==> src/rtl/dbg_mailbox_pkg.sv <==
package dbg_mailbox_pkg;

  // Strobes passed from the control module to the datapath, one cycle's worth.
  typedef struct packed {
    logic mboxWr;     // store CPU byte in mailbox
    logic stdWr;      // store CPU byte in ordinary register
    logic dirtySet;   // raise dirty flag
    logic dirtyClr;   // lower dirty flag
    logic erase;      // chip erase: wipe mailbox and flag
    logic mboxRdSel;  // drive mailbox view onto CPU read bus
    logic stdRdSel;   // drive ordinary register onto CPU read bus
  } mbxStrobe_t;

endpackage

==> src/rtl/mbx_ctrl.sv <==
module mbx_ctrl
  import dbg_mailbox_pkg::*;
#(
  parameter int ADDR_W = 6,
  parameter int LOCK_N = 2,
  parameter logic [ADDR_W-1:0] MBOX_ADDR = 6'h22
) (
  input  logic              clk,
  input  logic              rstN,
  input  logic [ADDR_W-1:0] cpuAddr,
  input  logic              cpuWrEn,
  input  logic              cpuRdEn,
  input  logic              dbgAccessEn,
  input  logic              dbgRdAck,
  input  logic              chipErase,
  input  logic              lockProgReq,
  input  logic [LOCK_N-1:0] lockProgBits,
  input  logic              fuseWrReq,
  input  logic              fuseWrVal,
  output mbxStrobe_t        strb,
  output logic [LOCK_N-1:0] lockState,
  output logic              debugFuse,
  output logic              fuseRefused
);

  logic addrHit;
  logic mboxPath;
  logic refuseNow;
  logic acceptNow;

  assign addrHit   = (cpuAddr == MBOX_ADDR);
  assign mboxPath  = debugFuse & dbgAccessEn;
  assign refuseNow = fuseWrReq & fuseWrVal & (|lockState);
  assign acceptNow = fuseWrReq & ~refuseNow;

  always_comb begin
    strb           = '0;
    strb.mboxWr    = addrHit & cpuWrEn & mboxPath;
    strb.stdWr     = addrHit & cpuWrEn & ~mboxPath;
    strb.dirtySet  = addrHit & cpuWrEn & mboxPath;
    strb.dirtyClr  = dbgRdAck;
    strb.erase     = chipErase;
    strb.mboxRdSel = addrHit & cpuRdEn & mboxPath;
    strb.stdRdSel  = addrHit & cpuRdEn & ~mboxPath;
  end

  // Lock bits: programming only sets bits, erase clears them all.
  always_ff @(posedge clk) begin
    if (!rstN) begin
      lockState <= '0;
    end else if (chipErase) begin
      lockState <= '0;
    end else if (lockProgReq) begin
      lockState <= lockState | lockProgBits;
    end
  end

  // Fuse bit with its lock guard.
  always_ff @(posedge clk) begin
    if (!rstN) begin
      debugFuse   <= 1'b0;
      fuseRefused <= 1'b0;
    end else begin
      fuseRefused <= refuseNow;
      if (acceptNow) begin
        debugFuse <= fuseWrVal;
      end
    end
  end

  p_refuse_hold_r9: assert property (@(posedge clk) disable iff (!rstN)
    (fuseWrReq && fuseWrVal && (|lockState)) |=> (fuseRefused && $stable(debugFuse)));

  p_accept_quiet_r11: assert property (@(posedge clk) disable iff (!rstN)
    (fuseWrReq && !fuseWrVal) |=> (!fuseRefused && !debugFuse));

  p_erase_unlock_r10: assert property (@(posedge clk) disable iff (!rstN)
    chipErase |=> (lockState == '0));

  p_lock_sticky_r8: assert property (@(posedge clk) disable iff (!rstN)
    (!chipErase) |=> ((lockState & $past(lockState)) == $past(lockState)));

endmodule

==> src/rtl/mbx_datapath.sv <==
module mbx_datapath
  import dbg_mailbox_pkg::*;
#(
  parameter int DATA_W = 8
) (
  input  logic              clk,
  input  logic              rstN,
  input  mbxStrobe_t        strb,
  input  logic [DATA_W-1:0] wrData,
  output logic [DATA_W-1:0] rdData,
  output logic [DATA_W-1:0] mboxByte,
  output logic              dirty
);

  localparam int LOW_W = DATA_W - 1;

  logic [DATA_W-1:0] mboxQ;
  logic              dirtyQ;
  logic [DATA_W-1:0] stdQ;

  // Mailbox byte and dirty flag: erase first, then write over acknowledge.
  always_ff @(posedge clk) begin
    if (!rstN) begin
      mboxQ  <= '0;
      dirtyQ <= 1'b0;
    end else if (strb.erase) begin
      mboxQ  <= '0;
      dirtyQ <= 1'b0;
    end else begin
      if (strb.mboxWr) begin
        mboxQ <= wrData;
      end
      if (strb.dirtySet) begin
        dirtyQ <= 1'b1;
      end else if (strb.dirtyClr) begin
        dirtyQ <= 1'b0;
      end
    end
  end

  // Ordinary register sharing the address.
  always_ff @(posedge clk) begin
    if (!rstN) begin
      stdQ <= '0;
    end else if (strb.stdWr) begin
      stdQ <= wrData;
    end
  end

  always_comb begin
    if (strb.mboxRdSel) begin
      rdData = {dirtyQ, mboxQ[LOW_W-1:0]};
    end else if (strb.stdRdSel) begin
      rdData = stdQ;
    end else begin
      rdData = '0;
    end
  end

  assign mboxByte = mboxQ;
  assign dirty    = dirtyQ;

  p_dirty_set_r2: assert property (@(posedge clk) disable iff (!rstN)
    (strb.dirtySet && !strb.erase) |=> dirtyQ);

  p_write_wins_r5: assert property (@(posedge clk) disable iff (!rstN)
    (strb.mboxWr && strb.dirtyClr && !strb.erase) |=> (dirtyQ && mboxQ == $past(wrData)));

  p_ack_clear_r4: assert property (@(posedge clk) disable iff (!rstN)
    (strb.dirtyClr && !strb.dirtySet) |=> (!dirtyQ && $stable(mboxQ)));

  p_alias_keep_r6: assert property (@(posedge clk) disable iff (!rstN)
    (!strb.mboxWr && !strb.erase) |=> $stable(mboxQ));

  p_erase_wipe_r10: assert property (@(posedge clk) disable iff (!rstN)
    strb.erase |=> (mboxQ == '0 && !dirtyQ));

endmodule

==> src/rtl/dbg_mailbox.sv <==
module dbg_mailbox
  import dbg_mailbox_pkg::*;
#(
  parameter int ADDR_W = 6,
  parameter int DATA_W = 8,
  parameter int LOCK_N = 2,
  parameter logic [ADDR_W-1:0] MBOX_ADDR = 6'h22
) (
  input  logic              clk,
  input  logic              rstN,
  input  logic [ADDR_W-1:0] cpuAddr,
  input  logic              cpuWrEn,
  input  logic              cpuRdEn,
  input  logic [DATA_W-1:0] cpuWrData,
  output logic [DATA_W-1:0] cpuRdData,
  input  logic              dbgAccessEn,
  input  logic              dbgRdAck,
  output logic [DATA_W-1:0] dbgData,
  output logic              dbgDirty,
  input  logic              chipErase,
  input  logic              lockProgReq,
  input  logic [LOCK_N-1:0] lockProgBits,
  output logic [LOCK_N-1:0] lockState,
  input  logic              fuseWrReq,
  input  logic              fuseWrVal,
  output logic              debugFuse,
  output logic              fuseRefused
);

  mbxStrobe_t strb;

  mbx_ctrl #(
    .ADDR_W(ADDR_W),
    .LOCK_N(LOCK_N),
    .MBOX_ADDR(MBOX_ADDR)
  ) u_ctrl (
    .clk(clk),
    .rstN(rstN),
    .cpuAddr(cpuAddr),
    .cpuWrEn(cpuWrEn),
    .cpuRdEn(cpuRdEn),
    .dbgAccessEn(dbgAccessEn),
    .dbgRdAck(dbgRdAck),
    .chipErase(chipErase),
    .lockProgReq(lockProgReq),
    .lockProgBits(lockProgBits),
    .fuseWrReq(fuseWrReq),
    .fuseWrVal(fuseWrVal),
    .strb(strb),
    .lockState(lockState),
    .debugFuse(debugFuse),
    .fuseRefused(fuseRefused)
  );

  mbx_datapath #(
    .DATA_W(DATA_W)
  ) u_dp (
    .clk(clk),
    .rstN(rstN),
    .strb(strb),
    .wrData(cpuWrData),
    .rdData(cpuRdData),
    .mboxByte(dbgData),
    .dirty(dbgDirty)
  );

endmodule

==> config.mk <==
export PLATFORM = sky130hd
export DESIGN_NAME = dbg_mailbox
export DESIGN_NICKNAME = d
export VERILOG_FILES = /design/src/rtl/dbg_mailbox_pkg.sv /design/src/rtl/mbx_ctrl.sv /design/src/rtl/mbx_datapath.sv /design/src/rtl/dbg_mailbox.sv
export SDC_FILE = /design/constraint.sdc
export NUM_CORES = 1
export LEC_CHECK = 0
export BUFFER_PORTS_ARGS = -buffer_cell sky130_fd_sc_hd__buf_2
export CAP_MARGIN = 20
export CORE_ASPECT_RATIO = 0.8
export CORE_UTILIZATION = 48
export DETAILED_ROUTE_END_ITERATION = 12
export PLACE_DENSITY = 0.82
export SYNTH_ARGS = -nofsm -noshare
export SYNTH_HDL_FRONTEND = slang
export SYNTH_SLANG_ARGS = --single-unit
==> constraint.sdc <==
create_clock -name clk -period 4.7 [get_ports clk]
set_clock_uncertainty 0.05 [all_clocks]
set_input_delay 0.47 -clock clk [delete_from_list [all_inputs] [get_ports clk]]
set_output_delay 0.47 -clock clk [all_outputs]
set_load 0.02 [all_outputs]
==> impl_metrics.yaml, run 1 <==
die:
  coreArea_um2: 1910
  initial_core_util_pct: 52.1
  die_y_um: 42.7
  die_area_um2: 2260
  die_x_um: 52.9
  io_pins: 47
  floorplan.rows: 14
grt:
  grt_max_degree: 20
  antenna_found_initial: 0
  grt-ovfl-total: 0
  grt_pass1_vias: 940
  grt_pass1_wl_mm: 3.98
  grt_usage_pct: 23.8
detailed_routing:
  dr.pass1.iters: 4
  drt_iter0_markers: 21
  drc: 0
  vias: 1081
  totalWireLength_mm: 2.45
  detail-route-antenna-nets: 0
  vias_per_cell: 5.69
  wire_per_inst_um: 12.9
logic_synthesis:
  syn-instance-count: 124
  syn_area_um2: 995
  yosysMostFrequentCell: "nand2_1"
  ys_warn_count: 0
  synth_edf_count: 0
  ys_ff_latch: 21
  syn_nets: 150
  yosysTopAreaCell: "dfxtp_1"
  synth-seq-area-share_pct: 42.3
  synth_common_cells: "nand2_1 (33), dfxtp_1 (21), a21oi_1 (19)"
  ys_types: 22
  synthArstFlopShare_pct: 0
  yosys.area.top_type_share_pct: 42.3
  syn_avg_cell_area_um2: 8.02
  synth_flop_cell: "dfxtp_1"
  synthTopCellsByArea: "dfxtp_1 (42%), nand2_1 (12%), a21oi_1 (9.6%), mux2i_1 (8.1%), o31ai_1 (6.0%)"
cells_and_area:
  area_growth_syn_to_layout_pct: 25.0
  final_cell_area_um2: 1240
  fin_nets: 193
  finalNonFillerCells: 190
  n_antenna_cell: 0
  drive_gt1_share_pct: 30.7
  fillers: 167
clock_network:
  clock_sinks: 21
  cts_resized: 0
  h-tree-depth: 1
  cts_root_buf: "clkbuf_4"
  hold_buffers: 0
  cts_buffers: 3
  postCtsSetupRepairBufs: 0
  cts.path.max_buffers: 2
  clock_latency_ns: 0.29
  cts_tree: "done"
  clkTransAtPathRegs_ns: 0.11
setup_path:
  cp_top_family: "simple AND/OR/NAND/NOR gates"
  required_ns: 4.18
  crit_slowest_cell: "nor4b_2"
  critPathLaunchType: "input pin"
  worstPathMaxFanout: 10
  path_common_cell: "buf_2"
  crit_path_max_incr_delay_ns: 0.81
  path_cells: "buf_2 -> nor4b_2 -> nand4b_1 -> a21oi_1 -> buf_2"
  crit_type: "input pin to output pin"
  worstPathArrival_ns: 2.41
  end_kind: "output pin"
  path_buf_inv: 2
pwr:
  ir_drop_v: 0.000170
  powerDensity_nw_per_um2: 241
  p_leak_uw: 0.000501
sta:
  fmax_mhz: 341
  fin_crit_sh_pct: 62.4
  finalHoldViolations: 0
  period_needed_ns: 2.93
  worst_pin_slew_ns: 0.925
  fin_ws_ns: 1.77
  rsz0062_at_grt: "false"
  setup_viol_count_final: 0
  slew_headroom_pct: 38.2
  maxSlewViolCount: 0
  setup_total_negative_slack_ns: 0
place:
  placed_cell_area_um2: 1220
  numPortBuffers: 46
  hpwl_mm: 1.76
  gp_congestion: 0.802
  place_ws_ns: 1.83
  dp.cells: 186
run:
  max-cap-violations: 0
min_path:
  min_path_type: "input pin to flip-flop"
run_status:
  status: "completed"
==> power by group <==
part | total [µW] | internal, µW | switching (µW)
Clock | 84.8 | 33.0 | 51.8
Sequential | 181 | 180 | 1.20
Combinational | 34.2 | 12.6 | 21.6
==> kinds of logic after synthesis <==
logic type / after synthesis / synth area share [%]
buf+inv: 10 / 4.53
mux: 8 / 8.05
flops: 21 / 42.3
compound gates: 29 / 17.0
simple gates: 56 / 28.2
==> final timing paths <==
| check | startpoint | endpoint | slack, ns | cells after the start |
|---|---|---|---|---|
| worst max-delay path | cpuAddr[4] | cpuRdData[3] | 1.77 | 5 |
| worst min-delay path | lockProgBits[0] | u_ctrl.lockState[0] | 0.35 | 3 |
| worst max register to register | u_ctrl.debugFuse | u_dp.stdQ[2] | 3.06 | 3 |
| worst min register to register | u_dp.stdQ[1] | u_dp.stdQ[1] | 0.42 | 2 |
==> metal layers <==
metal	up-vias	wire, µm	GRT usage, %
li1	524	-	-
met1	499	1080	31.9
met2	54	1150	39.7
met3	4	200	3.23
met4	0	14	6.32
met5	-	0	0
==> sequential cells by signal, summed over array words and instances (netlist names) <==
signal / flops
u_dp.mboxByte: 8
u_ctrl.lockState: 2
u_ctrl.debugFuse: 1
u_dp.dirty: 1
u_ctrl.fuseRefused: 1
u_dp.stdQ: 8
==> cells in the final DEF (no fill, tap or decap) <==
cell type and instances:
nor2_1 6, and2_1 1, or4b_1 1, clkbuf_1 1
nor3_4 1, nor4b_2 1, and3b_1 1, nand4_1 8
inv_1 2, nand4b_1 1, o21ai_0 1, nand3b_1 1
mux2i_1 8, buf_2 46, dfxtp_1 21, clkbuf_4 3
a21oi_1 19, o31ai_1 8, nand2_1 33, nand2b_1 1
nand3_1 1, a32oi_1 1
==> tightest hold or removal path, delay by kind of cell <==
kind | cells | cell delay, ns
and+or+nand+nor | 1 | 0.07
buffers and inverters | 1 | 0.08
AOI/OAI and AO/OA | 1 | 0.05
==> stage by stage <==
step / power, µW / hold WS (ns) / utilization, %
finish: 300 / 0.349 / 65.1
global route: 313 / 0.349 / 65.1
CTS: 302 / 0.346 / 65.1
detailed placement: 218 / 0.401 / 63.8
global placement: 218 / 0.392 / 63.8
floorplan: 203 / 0.385 / -
==> area by class of cell <==
cell class                 count  area [µm²]  area share, %
clock buffer                   4        26.3           2.11
inverter                       2        7.51          0.604
multi-input combinational     93         529           42.6
sequential                    21         420           33.8
tap                           24        30.0           2.41
timing repair buffer          46         230           18.5
Power figures use the tool's default switching activity.
==> run 2, diff against run 1 <==
--- a/config.mk
+++ b/config.mk
@@ -8,9 +8,9 @@
 export BUFFER_PORTS_ARGS = -buffer_cell sky130_fd_sc_hd__buf_2
 export CAP_MARGIN = 20
 export CORE_ASPECT_RATIO = 0.8
-export CORE_UTILIZATION = 48
+export CORE_UTILIZATION = 40
 export DETAILED_ROUTE_END_ITERATION = 12
-export PLACE_DENSITY = 0.82
+export PLACE_DENSITY = 0.73
 export SYNTH_ARGS = -nofsm -noshare
 export SYNTH_HDL_FRONTEND = slang
 export SYNTH_SLANG_ARGS = --single-unit
==> constraint.sdc (replaced) <==
create_clock -name clk -period 2.3 [get_ports clk]
set_clock_uncertainty 0.05 [all_clocks]
set_input_delay 0.23 -clock clk [delete_from_list [all_inputs] [get_ports clk]]
set_output_delay 0.23 -clock clk [all_outputs]
set_load 0.02 [all_outputs]
==> impl_metrics.yaml, run 2 (same netlist as run 1, synthesis figures left out) <==
clock_network:
  cts_root_buf: "clkbuf_4"
  cts_resized: 0
  clock_sinks: 21
  hold_buffers: 0
  cts_buffers: 3
  clkTransAtPathRegs_ns: 0.11
  cts_tree: "done"
  postCtsSetupRepairBufs: 0
  cts.path.max_buffers: 2
  h-tree-depth: 1
  clock_latency_ns: 0.30
place:
  numPortBuffers: 46
  placed_cell_area_um2: 1230
  hpwl_mm: 1.91
  gp_congestion: 0.798
  dp.cells: 188
setup_path:
  path_buf_inv: 1
  cp_top_family: "simple AND/OR/NAND/NOR gates"
  reg2reg_from: "u_ctrl.debugFuse"
  startpoint: "u_ctrl.debugFuse"
  critPathLaunchType: "flip-flop"
  endpoint: "cpuRdData[4]"
  r2r-end: "u_dp.stdQ[5]"
  end_kind: "output pin"
  worstPathArrival_ns: 1.78
  crit_path_max_incr_delay_ns: 0.58
  crit_slowest_cell: "and2_1"
  reg2regPathDepth: 3
  path_cells: "and2_1 -> nand2_1 -> a21oi_1 -> buf_2"
  required_ns: 2.02
  cp.depth: 4
  crit_type: "flip-flop to output pin"
  rrSetupSlack_ns: 0.68
  worstPathMaxFanout: 18
sta:
  maxSlewViolCount: 0
  slew_headroom_pct: 55.2
  rsz0062_at_grt: "false"
  worst_pin_slew_ns: 0.672
  setup_total_negative_slack_ns: 0
  fmax_mhz: 485
  finalHoldViolations: 0
  fin_crit_sh_pct: 89.6
  period_needed_ns: 2.06
  setup_viol_count_final: 0
cells_and_area:
  final_cell_area_um2: 1250
  drive_gt1_share_pct: 31.1
  n_antenna_cell: 0
  mostFrequentLayoutCell: "buf_2"
  layout_common_cells: "buf_2 (46), nand2_1 (33), dfxtp_1 (21), a21oi_1 (19)"
  area_growth_syn_to_layout_pct: 25.9
  fin_nets: 194
  multiInputGateArea_um2: 529
  regArea_um2: 420
  fillers: 220
  finalNonFillerCells: 192
  fin_util_pct: 55.6
grt:
  grt_pass1_vias: 940
  grt-busiest-layer: "met2"
  gr-usage-met3_pct: 6.18
  grt_usage_pct: 20.9
  grt_max_degree: 20
  grt_pass1_wl_mm: 4.13
  grtUsageMet2_pct: 37.0
  met1_usage_pct: 25.3
  grt-ovfl-total: 0
  antenna_found_initial: 0
pwr:
  p_switching_uw: 160
  swShare_pct: 25.7
  powerDensity_nw_per_um2: 496
  ir_drop_v: 0.000331
  p_int_uw: 461
  sequentialPowerShare_pct: 59.5
  combPwrFrac_pct: 11.4
  total_power_uw: 621
  p_leak_uw: 0.000506
  clockPowerShare_pct: 29.1
run_status:
  violations: "DRC"
  status: "complete, but fails checks"
min_path:
  hold_depth: 3
  min_path_type: "input pin to flip-flop"
die:
  io_pins: 47
  coreArea_um2: 2250
  die_x_um: 57.8
  die_y_um: 46.6
  initial_core_util_pct: 44.2
  floorplan.rows: 15
  die_area_um2: 2690
detailed_routing:
  drc: 3
  vias: 1084
  vias_per_cell: 5.65
  wire_per_inst_um: 13.6
  totalWireLength_mm: 2.61
  drt_iter0_markers: 30
  detail-route-antenna-nets: 0
  dr.pass1.iters: 9
run:
  max-cap-violations: 0
-- run 2: cell count changes in the layout (fill, tap and decap cells not counted) --
cell   delta
buf_4     +1
-- run 2: area by class of cell --
class                      instances  share of cell area [%]
tap                               25                    2.50
sequential                        21                    33.6
clock buffer                       4                    2.10
inverter                           2                   0.599
timing repair buffer              47                    19.0
multi-input combinational         93                    42.3
-- run 2: worst reg2reg max path, stage by stage, from the launching register on --
cell and delay, ns:
dfxtp_1 0.35, and2_1 0.36, nor3_4 0.55, mux2i_1 0.25
-- run 2: how the worst min path moves through the flow --
stage,startpoint,endpoint
6_report,fuseWrVal,u_ctrl.fuseRefused
5_1_grt,fuseWrVal,u_ctrl.fuseRefused
4_1_cts,fuseWrVal,u_ctrl.fuseRefused
3_5_place_dp,u_dp.stdQ[6],u_dp.stdQ[6]
3_3_place_gp,u_dp.stdQ[1],u_dp.stdQ[1]
2_1_floorplan,fuseWrVal,u_ctrl.fuseRefused
-- run 2: per-layer routing --
| layer | up-vias | routed length, µm |
|---|---|---|
| li1 | 525 | - |
| met1 | 502 | 1170 |
| met2 | 53 | 1220 |
| met3 | 4 | 200 |
| met4 | 0 | 21 |
| met5 | - | 0 |
-- run 2: power by group through the flow --
| stage | Combinational (µW) | Sequential (µW) | Clock [µW] |
|---|---|---|---|
| 2_1_floorplan | 33.3 | 381 | 0 |
| 6_report | 70.6 | 370 | 181 |
| 3_3_place_gp | 67.6 | 377 | 0 |
| 5_1_grt | 78.0 | 370 | 205 |
| 3_5_place_dp | 70.3 | 378 | 0 |
| 4_1_cts | 70.6 | 370 | 188 |
-- run 2: through the flow --
step / hold slack, ns / worst slack [ns]
4_1_cts: 0.0929 / 0.223
6_report: 0.109 / 0.238
3_3_place_gp: 0.392 / 0.384
5_1_grt: 0.0930 / 0.102
2_1_floorplan: 0.306 / 0.387
3_5_place_dp: 0.396 / 0.317
